===== config.mk =====
export PLATFORM = sky130hd
export DESIGN_NAME = sized_alu
export DESIGN_NICKNAME = d
export VERILOG_FILES = /design/src/rtl/alu_pkg.sv /design/src/rtl/alu_size_dec.sv /design/src/rtl/alu_adder.sv /design/src/rtl/alu_flag_gen.sv /design/src/rtl/sized_alu.sv
export SDC_FILE = /design/constraint.sdc
export NUM_CORES = 1
export LEC_CHECK = 0
export BUFFER_PORTS_ARGS = -buffer_cell sky130_fd_sc_hd__buf_2
export CORE_ASPECT_RATIO = 1.5
export CORE_MARGIN = 4
export CORE_UTILIZATION = 25
export CTS_CLUSTER_DIAMETER = 80
export DETAILED_ROUTE_END_ITERATION = 16
export HOLD_SLACK_MARGIN = 0.12
export SETUP_SLACK_MARGIN = 0.4
export SLEW_MARGIN = 30
export SYNTH_ARGS = -nofsm -noshare
export SYNTH_HDL_FRONTEND = slang
export SYNTH_SLANG_ARGS = --single-unit

===== constraint.sdc =====
create_clock -name clk -period 8.1 [get_ports clk]
set_clock_uncertainty 0.15 [all_clocks]
set_input_delay 1.215 -clock clk [delete_from_list [all_inputs] [get_ports clk]]
set_output_delay 1.215 -clock clk [all_outputs]
set_load 0.02 [all_outputs]

===== src/rtl/alu_pkg.sv =====
package alu_pkg;
  localparam int DATA_W  = 32;
  localparam int FLAG_W  = 6;
  localparam int AUX_BIT = 4;

  typedef enum logic [1:0] {
    OP_ADD  = 2'b00,
    OP_ADC  = 2'b01,
    OP_AND  = 2'b10,
    OP_RSVD = 2'b11
  } alu_op_e;

  typedef struct packed {
    logic ovf;
    logic sgn;
    logic zer;
    logic aux;
    logic par;
    logic cry;
  } alu_flags_t;

  localparam logic [FLAG_W-1:0] WE_ARITH = 6'b111111;
  localparam logic [FLAG_W-1:0] WE_LOGIC = 6'b111011;

  // Mask covering the selected operand width.
  function automatic logic [DATA_W-1:0] width_mask(input logic [1:0] sz);
    case (sz)
      2'b00:   width_mask = DATA_W'(32'h0000_00FF);
      2'b01:   width_mask = DATA_W'(32'h0000_FFFF);
      default: width_mask = {DATA_W{1'b1}};
    endcase
  endfunction

  // Most significant bit of v at the selected width.
  function automatic logic msb_at(input logic [DATA_W-1:0] v, input logic [1:0] sz);
    case (sz)
      2'b00:   msb_at = v[7];
      2'b01:   msb_at = v[15];
      default: msb_at = v[DATA_W-1];
    endcase
  endfunction

  // 1 when the low byte holds an even number of ones.
  function automatic logic even_ones8(input logic [7:0] b);
    even_ones8 = ~(^b);
  endfunction
endpackage


===== src/rtl/alu_size_dec.sv =====
module alu_size_dec
  import alu_pkg::*;
(
  input  logic [1:0]        size,
  output logic [DATA_W-1:0] mask,
  output logic [5:0]        carry_pos
);
  always_comb begin
    mask = width_mask(size);
    case (size)
      2'b00:   carry_pos = 6'd8;
      2'b01:   carry_pos = 6'd16;
      default: carry_pos = 6'(DATA_W);
    endcase
  end
endmodule


===== src/rtl/alu_adder.sv =====
module alu_adder
  import alu_pkg::*;
(
  input  logic [DATA_W-1:0] a,
  input  logic [DATA_W-1:0] b,
  input  logic              cin,
  input  logic [DATA_W-1:0] mask,
  input  logic [5:0]        carry_pos,
  output logic [DATA_W-1:0] sum,
  output logic              carry_out
);
  logic [DATA_W:0] wide;

  always_comb begin
    wide      = {1'b0, a} + {1'b0, b} + {{DATA_W{1'b0}}, cin};
    sum       = wide[DATA_W-1:0] & mask;
    carry_out = wide[carry_pos];
  end
endmodule


===== src/rtl/alu_flag_gen.sv =====
module alu_flag_gen
  import alu_pkg::*;
(
  input  alu_op_e           op,
  input  logic [1:0]        size,
  input  logic [DATA_W-1:0] a,
  input  logic [DATA_W-1:0] b,
  input  logic [DATA_W-1:0] r,
  input  logic              carry_out,
  output alu_flags_t        flags,
  output logic [FLAG_W-1:0] we
);
  logic [DATA_W-1:0] ovf_vec;
  logic [DATA_W-1:0] half_vec;
  logic              is_arith;

  always_comb begin
    is_arith = (op == OP_ADD) || (op == OP_ADC);
    ovf_vec  = (r ^ b) & ~(a ^ b);
    half_vec = a ^ b ^ r;
    flags    = '0;
    we       = '0;
    if (op != OP_RSVD) begin
      flags.sgn = msb_at(r, size);
      flags.zer = (r == '0);
      flags.par = even_ones8(r[7:0]);
    end
    if (is_arith) begin
      flags.cry = carry_out;
      flags.ovf = msb_at(ovf_vec, size);
      flags.aux = half_vec[AUX_BIT];
      we        = WE_ARITH;
    end else if (op == OP_AND) begin
      we        = WE_LOGIC;
    end
  end

  // logic op never reports carry/overflow or writes aux
  always_comb begin
    if (op == OP_AND) begin
      a_r8_and_clears : assert (!flags.cry && !flags.ovf && !we[2]);
    end
  end
endmodule


===== src/rtl/sized_alu.sv =====
module sized_alu
  import alu_pkg::*;
(
  input  logic        clk,
  input  logic        rst_n,
  input  logic        in_valid,
  input  logic [1:0]  op,
  input  logic [1:0]  size,
  input  logic [31:0] dst,
  input  logic [31:0] src,
  input  logic        carry_in,
  output logic        out_valid,
  output logic [31:0] result,
  output logic [5:0]  flags,
  output logic [5:0]  flag_we
);
  alu_op_e           op_e;
  logic [DATA_W-1:0] mask;
  logic [5:0]        carry_pos;
  logic [DATA_W-1:0] a_m, b_m, sum, res_next;
  logic              cin_eff, carry_out;
  alu_flags_t        flags_next;
  logic [FLAG_W-1:0] we_next;
  logic [DATA_W-1:0] mask_q;
  alu_op_e           op_q;

  assign op_e    = alu_op_e'(op);
  assign a_m     = dst & mask;
  assign b_m     = src & mask;
  assign cin_eff = (op_e == OP_ADC) & carry_in;

  alu_size_dec u_dec (
    .size(size), .mask(mask), .carry_pos(carry_pos)
  );

  alu_adder u_add (
    .a(a_m), .b(b_m), .cin(cin_eff), .mask(mask), .carry_pos(carry_pos),
    .sum(sum), .carry_out(carry_out)
  );

  always_comb begin
    case (op_e)
      OP_AND:  res_next = a_m & b_m;
      OP_RSVD: res_next = '0;
      default: res_next = sum;
    endcase
  end

  alu_flag_gen u_flags (
    .op(op_e), .size(size), .a(a_m), .b(b_m), .r(res_next),
    .carry_out(carry_out), .flags(flags_next), .we(we_next)
  );

  always_ff @(posedge clk) begin
    if (!rst_n) begin
      out_valid <= 1'b0;
      result    <= '0;
      flags     <= '0;
      flag_we   <= '0;
      mask_q    <= '0;
      op_q      <= OP_ADD;
    end else begin
      out_valid <= in_valid;
      if (in_valid) begin
        result  <= res_next;
        flags   <= flags_next;
        flag_we <= we_next;
        mask_q  <= mask;
        op_q    <= op_e;
      end
    end
  end

  // one-cycle latency
  a_r1_valid_follows : assert property (@(posedge clk) disable iff (!rst_n)
    in_valid |=> out_valid);
  a_r1_no_spurious : assert property (@(posedge clk) disable iff (!rst_n)
    !in_valid |=> !out_valid);
  a_r1_hold : assert property (@(posedge clk) disable iff (!rst_n)
    (!in_valid && out_valid) |=> $stable(result) && $stable(flags));
  // nothing above the selected width
  a_r2_upper_clear : assert property (@(posedge clk) disable iff (!rst_n)
    out_valid |-> ((result & ~mask_q) == '0));
  // reserved op writes no flag
  a_r9_rsvd_silent : assert property (@(posedge clk) disable iff (!rst_n)
    (out_valid && op_q == OP_RSVD) |-> (flag_we == '0 && result == '0));
  // logic op enables
  a_r8_and_we : assert property (@(posedge clk) disable iff (!rst_n)
    (out_valid && op_q == OP_AND) |-> (flag_we == WE_LOGIC));
endmodule


==> key figures <==
STA
  • Final Cycle Share: 0.633
  • Final Max Tran Viols: 0
  • Setup TNS: 0 ps
  • Slew headroom: 0.571
  • Final-report setup violation count: 0
  • Post-layout worst setup margin: 2970 ps
  • Hold Fails Final Rpt: 0
  • Final Critical Period: roughly 5100 ps
  • RSZ-0062 raised after global routing: no
  • Least-Margin Pin Slew: between 600 and 700 ps
  • Max Fclk: roughly 200 MHz

Setup path
  • Crit path launch type: primary input
  • Crit-path cells: buf_2 > nor2_2 > nor2b_1 > ha_1 > a21o_1 > a21oi_1 > o22ai_1 > or4b_1 > a31oi_1 > o31a_2 > xnor2_1 > a21boi_0 > nand4_1 > o31ai_2
  • Crit path DAT: between 5000 and 6000 ps
  • CP Depth: 14
  • Worst path slowest cell: or4b_1
  • Max FO, Critical Path: 41
  • FF-to-FF path depth: 3
  • Worst setup path class: primary input to register
  • Worst Setup End Kind: register
  • CP startpoint: size[1]
  • Reg2Reg Launch Point: flags[5]$_SDFFE_PN0P_
  • WP buf/inv: 1
  • Crit-path max cell delay: ~600 ps
  • Worst Path Required: ~8200 ps
  • CP top delay family: compound AO/OA/AOI/OAI gates

Synth
  • Asr flop ratio synth: 0
  • Flops & latches, synth: slightly above 40
  • Post-synth EDFFs: 0
  • Unique cell type count in the Yosys netlist: 78
  • Syn nets: just under 700
  • Mapped cell area: around 4400 sq um
  • Sequential area share after synthesis: 0.186
  • Ys flop type: dfxtp_1
  • Syn Area/Cell: approximately 7.6 sq um
  • Syn Inst Count: a little under 600
  • Ys Warns: 0

Clock network
  • Deepest clock path buffer count: 2
  • CTS H-tree depth: 2
  • Post-CTS setup buffer count: 0
  • Worst-path clk slew: 60 ps
  • Sink Count: 41
  • Worst-Skew Late Latency: between 200 and 300 ps
  • Number of buffers created by CTS: 5
  • Clock Tree Root: clkbuf_16
  • Post-CTS Hold Fix Bufs: 0
  • CTS tree: yes
  • Resized Gates After CTS: 0

Routing
  • Via count: ~4600
  • TritonRoute pass-1 iters: 6
  • Post-route ant nets: 0
  • Post-DR wirelength/cell: 17.5 um
  • Drt drc: 0
  • Post-Route WL: between 15000 and 20000 um
  • Vias per cell: approximately 5.2
  • Starting DRT DRC Count: roughly 320

Place
  • Placer Congestion: ~0.90
  • DPL Wire Length: approximately 12000 um
  • Cells after DPL: 871
  • Pre-CTS setup slack: between 2000 and 2500 ps
  • Port bufs: 116

GRT
  • Pin count of the biggest net entering global routing: 67
  • Total gr overflow: 0
  • Global Route Usage Sum: 0.150
  • Wire length of the first global-routing pass: around 24000 um
  • Vias in the first global route: between 4000 and 5000
  • Initial antenna violation count: 0

Pwr
  • P per Cell Area: between 100 and 150 nW/um^2
  • Worst VDD drop: between 0.0001 and 0.00015 V
  • Leakage power total: between 2 and 2.5 nW

Final layout
  • Filler instances: approximately 1900
  • Layout cells sized above 1: 0.233
  • Total Nets Final: about 780
  • Multi-input logic area: about 3300 sq um
  • Non-filler cells, final: between 800 and 900
  • Final antenna diode count: 0
  • Commonest non-fill, non-tap cells in the layout: buf_2 (116), nand2_1 (49), nor2_1 (45), dfxtp_1 (41)
  • Most common cell after layout, fill and taps aside: buf_2
  • Area delta synth->final: 18.6%
  • Register Area: about 820 sq um

Worst hold path
  • WHS Path Cells: 2
  • HP Start: flag_we[2]$_SDFFE_PN0P_
  • Hold WC Path Type: register to register

Floorplan
  • Core area: ~17000 sq um
  • Die height: approximately 170 um
  • DIE WIDTH: roughly 120 um
  • Initial core utilization: 0.254
  • IO Count: about 120
  • Die Area: roughly 20000 sq um
  • Cell Rows: between 50 and 60

Status
  • Run status: complete, no violations

Flow run
  • Max cap viols: 0
-- state kept, by name (all words and copies together), names as in the netlist --
register and flops:
flag_we 2, flags 6, out_valid 1, result 32
-- where the power goes --
part / total (mW) / switching (mW) / internal [mW]
Sequential: 0.225 / 0.00841 / 0.216
Combinational: 0.311 / 0.189 / 0.122
Clock: 0.227 / 0.0805 / 0.146
Total: 0.762 / 0.278 / 0.484
-- layer usage --
metal  track usage  wire length, um  vias to the layer above
met5             0                0                        -
met4        0.0449              399                        0
met3        0.0134              582                       23
met2         0.287             8190                      122
met1         0.171             6180                     2148
li1              -                -                     2297
-- cell usage after synthesis, drive strengths merged, types with 5 or more instances --
cell    instances  share of area
a211oi         28          0.050
a21o           18          0.031
a21oi          40          0.050
a221oi          8          0.017
a22oi           8          0.014
a31oi          11          0.016
and2           40          0.058
buf            11          0.022
clkbuf         28          0.031
dfxtp          41           0.19
ha             36           0.10
inv            13          0.011
nand2          49          0.042
nand2b          5         0.0071
nand3          12          0.015
nand4           8          0.011
nor2           47          0.040
nor2b          21          0.030
nor3           12          0.014
o211ai          6          0.010
o21a            8          0.014
o21ai          34          0.040
or3             6         0.0085
xnor2          13          0.026
xor2           12          0.024
-- worst register-to-register path: stages (launching register included) --
cell and delay, ps:
dfxtp_1 300, nor2b_1 120, a31oi_1 190, o32ai_1 90
-- kinds of logic (layout without fill, tap and decap cells) --
family                   Yosys count  count (layout)  synth area share
adder cells (fa/ha/maj)           38              38             0.111
AND/OR/NAND/NOR                  210             210             0.241
buffers and inverters             53             142            0.0641
flip-flops                        41              41             0.186
XOR/XNOR                          25              25            0.0497
multiplexers                       6               6            0.0142
AO/OA/AOI/OAI                    204             204             0.333
-- through the flow --
step                       util  cell area, sq um  hold WS (ps)  power [mW]
after global placement    0.292              5060           321       0.540
after floorplan               -              4410           390       0.452
after detailed placement  0.292              5060           322       0.540
after global routing      0.301              5230           336       0.806
after CTS                 0.301              5230           331       0.766
final                     0.301              5230           332       0.762
-- path summary, 6_finish.rpt --
path / endpoint / slack (ps)
max: flags[3]$_SDFFE_PN0P_ / 2970
min: flag_we[2]$_SDFFE_PN0P_ / 330
max reg2reg: flags[5]$_SDFFE_PN0P_ / 7110
min reg2reg: flag_we[2]$_SDFFE_PN0P_ / 330
-- area by class of cell --
cell class              count  share of cell area
clock buffers               6              0.0246
well taps                 213              0.0510
flip-flops and latches     41               0.157
inverters                  14              0.0101
multi-input cells         483               0.633
repair buffers            120               0.117
clock inverters             2             0.00742
Power figures use the tool's default switching activity.
